`src/rtl/bdu_pkg.sv`:
```
package bdu_pkg;

   // condition code bit positions (behavioural: the condition byte is decoded by them)
   localparam int CCR_V = 7;
   localparam int CCR_H = 4;
   localparam int CCR_I = 3;
   localparam int CCR_N = 2;
   localparam int CCR_Z = 1;
   localparam int CCR_C = 0;

   // upper nibbles of the two branch groups
   localparam logic [3:0] GRP_FLAG   = 4'h2;
   localparam logic [3:0] GRP_SIGNED = 4'h9;

   // condition selector taken from opcode bits [3:1] in the flag group
   typedef enum logic [2:0] {
      SEL_FALSE = 3'd0,
      SEL_CZ    = 3'd1,
      SEL_C     = 3'd2,
      SEL_Z     = 3'd3,
      SEL_H     = 3'd4,
      SEL_N     = 3'd5,
      SEL_I     = 3'd6,
      SEL_PIN   = 3'd7
   } cond_sel_e;

   typedef struct packed {
      logic v;
      logic h;
      logic i;
      logic n;
      logic z;
      logic c;
   } flags_t;

   function automatic flags_t split_ccr(input logic [7:0] r);
      flags_t f;
      f.v = r[CCR_V];
      f.h = r[CCR_H];
      f.i = r[CCR_I];
      f.n = r[CCR_N];
      f.z = r[CCR_Z];
      f.c = r[CCR_C];
      return f;
   endfunction

endpackage

```
`src/rtl/branch_cond_eval.sv`:
```
module branch_cond_eval
   import bdu_pkg::*;
#(
   parameter bit SIGNED_GRP_EN = 1'b1
) (
   input  logic [7:0] op_code,
   input  flags_t     flags,
   input  logic       irq_level,
   output logic       is_branch,
   output logic       hit
);

   logic      flag_grp;
   logic      sgn_grp;
   logic      raw_flag;
   logic      raw_sgn;
   cond_sel_e sel;

   assign flag_grp = (op_code[7:4] == GRP_FLAG);
   assign sel      = cond_sel_e'(op_code[3:1]);

   // raw condition for the flag group; the odd opcode takes on raw, the even one on its inverse
   always_comb begin
      unique case (sel)
         SEL_FALSE: raw_flag = 1'b0;
         SEL_CZ:    raw_flag = flags.c | flags.z;
         SEL_C:     raw_flag = flags.c;
         SEL_Z:     raw_flag = flags.z;
         SEL_H:     raw_flag = flags.h;
         SEL_N:     raw_flag = flags.n;
         SEL_I:     raw_flag = flags.i;
         SEL_PIN:   raw_flag = irq_level;
         default:   raw_flag = 1'b0;
      endcase
   end

   generate
      if (SIGNED_GRP_EN) begin : g_signed
         assign sgn_grp = (op_code[7:4] == GRP_SIGNED) && (op_code[3:2] == 2'b00);
         assign raw_sgn = op_code[1] ? (flags.z | (flags.n ^ flags.v)) : (flags.n ^ flags.v);
      end else begin : g_nosigned
         assign sgn_grp = 1'b0;
         assign raw_sgn = 1'b0;
      end
   endgenerate

   assign is_branch = flag_grp | sgn_grp;
   assign hit = is_branch & (op_code[0] ? (flag_grp ? raw_flag : raw_sgn)
                                        : ~(flag_grp ? raw_flag : raw_sgn));

   always_comb begin
      assert_nonbranch_R11: assert (is_branch || !hit)
         else $error("non-branch opcode %h reported taken", op_code);
      if (op_code == 8'h20) begin
         assert_always_R1: assert (hit) else $error("0x20 not taken");
      end
      if (op_code == 8'h21) begin
         assert_never_R1: assert (!hit) else $error("0x21 taken");
      end
      if (op_code[7:1] == 7'h17) begin
         assert_pin_R6: assert (hit == (irq_level == op_code[0]))
            else $error("pin branch %h mismatched pin %b", op_code, irq_level);
      end
   end

endmodule

```
`src/rtl/branch_target_add.sv`:
```
module branch_target_add #(
   parameter int PC_W  = 16,
   parameter int OFS_W = 8
) (
   input  logic [PC_W-1:0]  pc_base,
   input  logic [OFS_W-1:0] rel_ofs,
   output logic [PC_W-1:0]  target
);

   localparam int EXT_W = PC_W - OFS_W;

   logic [PC_W-1:0] ofs_ext;

   generate
      if (EXT_W > 0) begin : g_extend
         assign ofs_ext = {{EXT_W{rel_ofs[OFS_W-1]}}, rel_ofs};
      end else begin : g_equal
         assign ofs_ext = rel_ofs[PC_W-1:0];
      end
   endgenerate

   assign target = pc_base + ofs_ext;

endmodule

```
`src/rtl/branch_decide.sv`:
```
module branch_decide
   import bdu_pkg::*;
#(
   parameter int PC_W          = 16,
   parameter int OFS_W         = 8,
   parameter bit SIGNED_GRP_EN = 1'b1
) (
   input  logic [7:0]       op_code,
   input  logic [7:0]       ccr_in,
   input  logic             irq_level,
   input  logic [OFS_W-1:0] rel_ofs,
   input  logic [PC_W-1:0]  pc_next,
   output logic             take,
   output logic [PC_W-1:0]  pc_out
);

   generate
      if (OFS_W < 2 || OFS_W > PC_W) begin : g_bad_ofs
         $error("OFS_W must lie in 2..PC_W");
      end
      if (PC_W < 2 || PC_W > 64) begin : g_bad_pc
         $error("PC_W must lie in 2..64");
      end
   endgenerate

   flags_t          flags;
   logic            is_branch;
   logic            hit;
   logic [PC_W-1:0] target;
   logic [PC_W-1:0] ofs_ref;

   assign flags = split_ccr(ccr_in);

   branch_cond_eval #(.SIGNED_GRP_EN(SIGNED_GRP_EN)) u_cond (
      .op_code   (op_code),
      .flags     (flags),
      .irq_level (irq_level),
      .is_branch (is_branch),
      .hit       (hit)
   );

   branch_target_add #(.PC_W(PC_W), .OFS_W(OFS_W)) u_add (
      .pc_base (pc_next),
      .rel_ofs (rel_ofs),
      .target  (target)
   );

   assign take   = hit;
   assign pc_out = hit ? target : pc_next;

   // displacement recovered from the outputs, compared with the sign-extended input
   assign ofs_ref = PC_W'($signed(rel_ofs));

   always_comb begin
      if (take) begin
         assert_target_R9: assert (PC_W'(pc_out - pc_next) == ofs_ref)
            else $error("taken pc %h from %h ofs %h", pc_out, pc_next, rel_ofs);
      end else begin
         assert_hold_R10: assert (pc_out == pc_next)
            else $error("not-taken pc moved %h -> %h", pc_next, pc_out);
      end
   end

endmodule

```
`config.mk`:
```
export PLATFORM = sky130hd
export DESIGN_NAME = branch_decide
export DESIGN_NICKNAME = d
export VERILOG_FILES = /design/src/rtl/bdu_pkg.sv /design/src/rtl/branch_cond_eval.sv /design/src/rtl/branch_target_add.sv /design/src/rtl/branch_decide.sv
export SDC_FILE = /design/constraint.sdc
export NUM_CORES = 1
export LEC_CHECK = 0
export BUFFER_PORTS_ARGS = -buffer_cell sky130_fd_sc_hd__buf_4
export CAP_MARGIN = 20
export CORE_MARGIN = 8
export CORE_UTILIZATION = 47
export DETAILED_ROUTE_END_ITERATION = 8
export PLACE_DENSITY = 0.88
export SLEW_MARGIN = 20
export SYNTH_ARGS = -nofsm -noshare
export SYNTH_HDL_FRONTEND = slang
export SYNTH_SLANG_ARGS = --single-unit
```
`constraint.sdc`:
```
create_clock -name vclk -period 10.1
set_input_delay 3.03 -clock vclk [all_inputs]
set_output_delay 3.03 -clock vclk [all_outputs]
set_load 0.01 [all_outputs]
```
==> results of run 1 <==
[worst max-delay path, stage by stage]
cell and delay (ps):
buf_4 110, ha_1 220, fa_1 450, a211o_1 330
a211o_1 300, a31o_1 210, a21o_1 230, a31oi_4 190
xnor2_1 90, mux2_4 260, buf_4 140
[kinds of logic after synthesis]
family          count (synthesis)  share of synthesized area
mux                            15                      0.183
compound gates                 46                      0.338
fa+ha+maj                      16                      0.207
buf+inv                         5                     0.0237
xor+xnor                       14                      0.122
simple gates                   25                      0.126
[final cells by class]
type | instances | area [sq um] | area share
Timing Repair Buffer | 56 | 420 | 0.291
Tap cell | 27 | 33.8 | 0.0234
Inverter | 3 | 11.3 | 0.00779
Multi-Input combinational cell | 116 | 980 | 0.678
[placed cells by master, fill, tap and decap left out, types with 2 or more instances in the layout]
cell type and count:
xnor2_1 7, o211a_1 2, inv_1 3, nor2_1 4, a211oi_1 2, ha_1 15, nand2_1 10, buf_4 56
a31o_1 2, o21ai_0 6, a21o_2 2, a21oi_1 11, xor2_1 7, o21ai_1 2, mux2_1 3, nand2b_1 3
o211ai_1 2, mux2_2 10, o2111ai_1 2, a211o_1 2, a21o_1 6
[worst min path at each step]
stage	start	endpoint	slack [ps]	cells after the start
2_1_floorplan	pc_next[12]	pc_out[12]	6200	1
3_3_place_gp	pc_next[13]	pc_out[13]	6370	3
3_5_place_dp	pc_next[13]	pc_out[13]	6370	3
4_1_cts	pc_next[13]	pc_out[13]	6370	3
5_1_grt	pc_next[11]	pc_out[11]	6380	3
6_report	pc_next[13]	pc_out[13]	6370	3
[layer usage]
layer,up-vias,track usage
li1,581,-
met1,496,0.155
met2,33,0.281
met3,2,0.0394
met4,0,0.0233
met5,-,0
[power breakdown]
group / total [mW] / switching, mW / internal, mW
Combinational: 0.0893 / 0.0409 / 0.0484
Clock: 0 / 0 / 0
Sequential: 0 / 0 / 0
Total: 0.0893 / 0.0409 / 0.0484
[per-stage QoR]
step | util | instance area [sq um] | std cells | hold WS, ps
after floorplan | - | 1000 | 121 | 6200
after global routing | 0.729 | 1450 | 202 | 6380
after CTS | 0.729 | 1450 | 202 | 6370
after detailed placement | 0.729 | 1450 | 202 | 6370
final | 0.729 | 1450 | 202 | 6370
after global placement | 0.729 | 1450 | 202 | 6370
==> impl_metrics.py, run 1 <==
metrics = {
    "die": {
        "coreArea_sq_um": 1980,
        "die_x_microns": 62.2,
        "rows": 16,
        "dieArea_sq_um": 3870,
        "start_util": 0.506,
        "ios": 58,
        "die_h_microns": 62.2,
    },
    "route": {
        "viasPerCell": 5.50,
        "first_pass_iters": 4,
        "drt-total-wl_mm": 2.93,
        "ant_nets": 0,
        "wire_per_inst_microns": 14.5,
        "vias": 1112,
        "routed-wl-met2_mm": 1.56,
        "drc": 0,
        "top_layer_used": "met4",
        "wl_met3_microns": 211,
        "drt_iter0_drc": 11,
        "wl_met1_mm": 1.13,
    },
    "finish": {
        "diodes": 0,
        "nFillCells": 175,
        "seqCellArea_sq_um": 0,
        "design.seq.count": 0,
        "layout-drive-gt1-share": 0.417,
        "layout.nets": 234,
        "area_delta_synth_final_pct": 44.0,
        "nClkBuffers": 0,
    },
    "yosys": {
        "synth_top_cell_by_area": "ha_1",
        "netlist_top_cells_count": "15 x ha_1, 11 x a21oi_1, 10 x mux2_2, 10 x nand2_1",
        "yosysWarnings": 0,
        "netlist_area_sq_um": 1000,
        "synth_top_area_share": 0.187,
        "post-synth-top-count-cell": "ha_1",
        "synth-seq-area-share": 0,
        "syn_area_per_cell_sq_um": 8.29,
        "synth.distinct_cells": 40,
        "postSynthCellCount": 121,
        "netlist_top_cells_area": "ha_1 19%, mux2_2 11%, xnor2_1 6.1%",
        "syn_nets": 178,
    },
    "sta": {
        "setup_tns_ps": 0,
        "setup_viol": 0,
        "fin_crit_ps": 8600,
        "fmax_ghz": 0.116,
        "tightestPinTransition_ps": 1050,
        "grt_setup_unrepaired": "false",
        "fin_ws_ps": 1500,
        "relSlewSlack": 0.302,
        "hold_viol": 0,
        "timing.final.max_slew_violations": 0,
        "period_share": 0.851,
    },
    "placement": {
        "hpwl_mm": 2.57,
        "pre_cts_slack_ps": 1520,
        "gp_congestion": 0.784,
        "port_buffers": 56,
    },
    "setup_path": {
        "crit_path_end_kind": "output port",
        "required_ps": 7070,
        "cp_max_fo": 3,
        "crit_start": "rel_ofs[0]",
        "critPathLaunchType": "input port",
        "endpoint": "pc_out[12]",
        "worst-endpoint-arrival_ps": 5570,
        "critPathKind": "in2out",
    },
    "grt": {
        "grt_max_degree": 22,
        "grt_pass1_vias": 1219,
        "overflow": 0,
        "grt_usage": 0.146,
        "grt_pass1_wl_mm": 5.15,
        "antenna_found_initial": 0,
    },
    "power": {
        "p_leak_nw": 0.717,
        "p_per_area_nw_per_um2": 61.8,
        "p_total_mw": 0.0893,
        "ir_drop_uv": 34.7,
    },
    "clock_network": {
        "ctsHoldBuffers": 0,
        "post-cts-setup-buffers": 0,
        "ctsResizeCount": 0,
    },
    "status": {
        "status": "complete, no violations",
    },
    "run": {
        "drv_cap": 0,
    },
    "min_path": {
        "min_path_type": "in2out",
    },
}
(Power assumes the default switching activity.)
==> run 2, diff against run 1 <==
--- a/config.mk
+++ b/config.mk
@@ -7,10 +7,12 @@
 export LEC_CHECK = 0
 export BUFFER_PORTS_ARGS = -buffer_cell sky130_fd_sc_hd__buf_4
 export CAP_MARGIN = 20
+export CELL_PAD_IN_SITES_DETAIL_PLACEMENT = 2
+export CELL_PAD_IN_SITES_GLOBAL_PLACEMENT = 2
 export CORE_MARGIN = 8
-export CORE_UTILIZATION = 47
+export CORE_UTILIZATION = 27
 export DETAILED_ROUTE_END_ITERATION = 8
-export PLACE_DENSITY = 0.88
+export PLACE_DENSITY = 0.94
 export SLEW_MARGIN = 20
 export SYNTH_ARGS = -nofsm -noshare
 export SYNTH_HDL_FRONTEND = slang
==> impl_metrics.py, run 2 (synthesized netlist as in run 1, its figures left out) <==
metrics = {
    "sta": {
        "holdWs_ps": 6370,
        "fmax_ghz": 0.116,
        "tightestPinTransition_ps": 627,
        "setup_viol": 0,
        "timing.final.max_slew_violations": 0,
        "grt_setup_unrepaired": "false",
        "fin_ws_ps": 1460,
        "relSlewSlack": 0.580,
        "period_share": 0.856,
        "hold_viol": 0,
        "fin_crit_ps": 8640,
        "setup_tns_ps": 0,
    },
    "die": {
        "dieArea_sq_um": 5920,
        "start_util": 0.278,
        "rows": 22,
        "die_x_microns": 77.0,
        "die_h_microns": 77.0,
        "coreArea_sq_um": 3610,
        "ios": 58,
    },
    "finish": {
        "area_delta_synth_final_pct": 47.8,
        "multi_input_comb_area_sq_um": 991,
        "mostFrequentLayoutCell": "buf_4",
        "diodes": 0,
        "final_cell_mix": "56 x buf_4, 15 x ha_1, 11 x a21oi_1, 10 x nand2_1, 10 x mux2_2",
        "nClkBuffers": 0,
        "layout-drive-gt1-share": 0.417,
        "nFillCells": 427,
        "design.seq.count": 0,
        "seqCellArea_sq_um": 0,
        "layout.nets": 234,
    },
    "route": {
        "viasPerCell": 5.25,
        "first_pass_iters": 4,
        "drt_iter0_drc": 16,
        "drt-total-wl_mm": 3.81,
        "vias": 1171,
        "wire_per_inst_microns": 17.1,
        "ant_nets": 0,
        "drc": 0,
    },
    "placement": {
        "pre_cts_slack_ps": 1460,
        "gp_congestion": 0.771,
        "port_buffers": 56,
        "hpwl_mm": 3.37,
    },
    "setup_path": {
        "cpPeakStageDelay_ps": 450,
        "crit_path_cell_trace": "buf_4 > ha_1 > fa_1 > a211o_1 > a211o_1 > a31o_1 > a21o_1 > a31o_1 > and2_0 > o22ai_1 > buf_4",
        "critPathSlowestCell": "fa_1",
        "cp_max_fo": 3,
        "required_ps": 7070,
        "crit_path_end_kind": "output port",
        "critPathLaunchType": "input port",
        "critPathKind": "in2out",
        "worst-endpoint-arrival_ps": 5610,
    },
    "min_path": {
        "min_path_type": "in2out",
    },
    "clock_network": {
        "post-cts-setup-buffers": 0,
        "ctsResizeCount": 0,
        "ctsHoldBuffers": 0,
    },
    "status": {
        "status": "complete, no violations",
    },
    "grt": {
        "grt_pass1_wl_mm": 6.44,
        "antenna_found_initial": 0,
        "grt_usage": 0.123,
        "grt_max_degree": 22,
        "grt_pass1_vias": 1394,
        "overflow": 0,
    },
    "power": {
        "ir_drop_uv": 18.7,
        "p_total_mw": 0.0926,
        "p_per_area_nw_per_um2": 62.4,
        "p_leak_nw": 0.720,
    },
    "run": {
        "drv_cap": 0,
    },
}
run 2: critical path, delay by kind of cell:
family	cells	cell delay, ps
and+or+nand+nor	1	150
buffers and inverters	2	260
AOI/OAI and AO/OA	6	1500
adders and majority gates	2	680
run 2: final cells by class:
| type | count | share of cell area |
|---|---|---|
| tap | 48 | 0.0405 |
| inverter | 3 | 0.00759 |
| multi-input combinational | 116 | 0.668 |
| timing repair buffer | 56 | 0.284 |
run 2: metal layers:
layer / global-route usage / wire length (microns)
met2: 0.257 / 2130
met3: 0.0361 / 270
met5: 0 / 0
met4: 0 / 0
met1: 0.121 / 1410
run 2: power by group:
group,switching [mW],total (mW),internal (mW)
Clock,0,0,0
Combinational,0.0436,0.0926,0.0490
Sequential,0,0,0
Total,0.0436,0.0926,0.0490
run 2: path summary, 6_finish.rpt:
kind / slack [ps] / end / cells after the start / start
worst max-delay path: 1460 / pc_out[14] / 11 / rel_ofs[0]
worst min-delay path: 6370 / pc_out[13] / 3 / pc_next[13]
run 2: per-stage QoR:
stage	instances	instance area (sq um)	util
3_5_place_dp	223	1470	0.408
5_1_grt	223	1480	0.411
3_3_place_gp	223	1470	0.408
2_1_floorplan	121	1000	-
6_report	223	1480	0.411
4_1_cts	223	1470	0.408
==> run 3, diff against run 2 <==
--- a/config.mk
+++ b/config.mk
@@ -12,8 +12,9 @@
 export CORE_MARGIN = 8
 export CORE_UTILIZATION = 27
 export DETAILED_ROUTE_END_ITERATION = 8
-export PLACE_DENSITY = 0.94
-export SLEW_MARGIN = 20
+export PLACE_DENSITY_LB_ADDON = 0.3
+export SETUP_SLACK_MARGIN = 0.5
+export SLEW_MARGIN = 40
 export SYNTH_ARGS = -nofsm -noshare
 export SYNTH_HDL_FRONTEND = slang
 export SYNTH_SLANG_ARGS = --single-unit
==> impl_metrics.py, run 3 (synthesized netlist as in run 1, its figures left out) <==
metrics = {
    "status": {
        "status": "complete, no violations",
    },
    "finish": {
        "layout-drive-gt1-share": 0.417,
        "design.seq.count": 0,
        "diodes": 0,
        "mostFrequentLayoutCell": "buf_4",
        "nClkBuffers": 0,
        "final_cell_mix": "56 x buf_4, 15 x ha_1, 11 x a21oi_1, 10 x nand2_1, 10 x mux2_2",
        "finish.cell_count_without_fillers": 223,
        "area_delta_synth_final_pct": 47.8,
        "seqCellArea_sq_um": 0,
        "layout.nets": 234,
    },
    "sta": {
        "fin_crit_ps": 8620,
        "setup_viol": 0,
        "hold_viol": 0,
        "period_share": 0.853,
        "tightestPinTransition_ps": 657,
        "relSlewSlack": 0.560,
        "grt_setup_unrepaired": "false",
        "fin_ws_ps": 1480,
        "fmax_ghz": 0.116,
        "setup_tns_ps": 0,
        "timing.final.max_slew_violations": 0,
    },
    "setup_path": {
        "critPathKind": "in2out",
        "cpPeakStageDelay_ps": 440,
        "crit_path_end_kind": "output port",
        "critPathSlowestCell": "fa_1",
        "required_ps": 7070,
        "crit_path_cell_trace": "buf_4 > ha_1 > fa_1 > a211o_1 > a211o_1 > a31o_1 > a21o_1 > a31o_1 > and2_0 > o22ai_1 > buf_4",
        "worst-endpoint-arrival_ps": 5590,
        "critPathLaunchType": "input port",
        "crit_buf_inv": 2,
        "cp_max_fo": 3,
        "critPathTopFamily": "compound AO/OA/AOI/OAI gates",
    },
    "min_path": {
        "min_path_type": "in2out",
    },
    "clock_network": {
        "ctsHoldBuffers": 0,
        "post-cts-setup-buffers": 0,
        "ctsResizeCount": 0,
    },
    "grt": {
        "grt_usage": 0.118,
        "grt_max_degree": 22,
        "grt_pass1_wl_mm": 6.27,
        "grt_pass1_vias": 1371,
        "antenna_found_initial": 0,
        "overflow": 0,
    },
    "power": {
        "p_leak_nw": 0.720,
        "ir_drop_uv": 14.6,
        "p_per_area_nw_per_um2": 62.2,
    },
    "die": {
        "die_x_microns": 77.0,
        "start_util": 0.278,
        "dieArea_sq_um": 5920,
        "ios": 58,
        "die_h_microns": 77.0,
        "coreArea_sq_um": 3610,
        "rows": 22,
    },
    "placement": {
        "pre_cts_slack_ps": 1480,
        "placed_cells": 223,
        "port_buffers": 56,
        "gp_congestion": 0.760,
        "hpwl_mm": 3.24,
    },
    "route": {
        "wire_per_inst_microns": 16.4,
        "drt_iter0_drc": 24,
        "drc": 0,
        "first_pass_iters": 2,
        "drt-total-wl_mm": 3.65,
        "ant_nets": 0,
        "vias": 1166,
        "viasPerCell": 5.23,
    },
    "run": {
        "drv_cap": 0,
    },
}
[run 3: area by class of cell]
cell class | count | area (sq um)
Multi-Input combinational cell | 116 | 991
Inverter | 3 | 11.3
Tap cell | 48 | 60.1
Timing Repair Buffer | 56 | 420
Fill cell | 411 | 2120
[run 3: report_power, final]
part / internal [mW] / switching (mW) / total, mW
Sequential: 0 / 0 / 0
Clock: 0 / 0 / 0
Combinational: 0.0488 / 0.0433 / 0.0922
[run 3: per-layer routing]
| layer | global-route usage | wire, microns | up-vias |
|---|---|---|---|
| li1 | - | - | 574 |
| met1 | 0.134 | 1580 | 561 |
| met2 | 0.229 | 1850 | 31 |
| met3 | 0.0268 | 217 | 0 |
| met4 | 0 | 0 | 0 |
| met5 | 0 | 0 | - |
[run 3: path summary, 6_finish.rpt]
check                       start    endpoint  slack, ps  depth (start not counted)
worst min-delay path  pc_next[13]  pc_out[13]       6370                          3
worst max-delay path   rel_ofs[0]  pc_out[14]       1480                         11
[run 3: worst min-delay path, stage by stage]
cell	delay [ps]
buf_4	80
mux2_1	110
buf_4	110
[run 3: metrics by stage]
step | total power [mW] | cell area, sq um | hold WS, ps | utilization
after floorplan | 0.0548 | 1000 | 6200 | -
after global placement | 0.0888 | 1470 | 6360 | 0.408
after detailed placement | 0.0934 | 1480 | 6370 | 0.411
after CTS | 0.0939 | 1480 | 6370 | 0.411
after global routing | 0.101 | 1480 | 6380 | 0.411
final | 0.0922 | 1480 | 6370 | 0.411
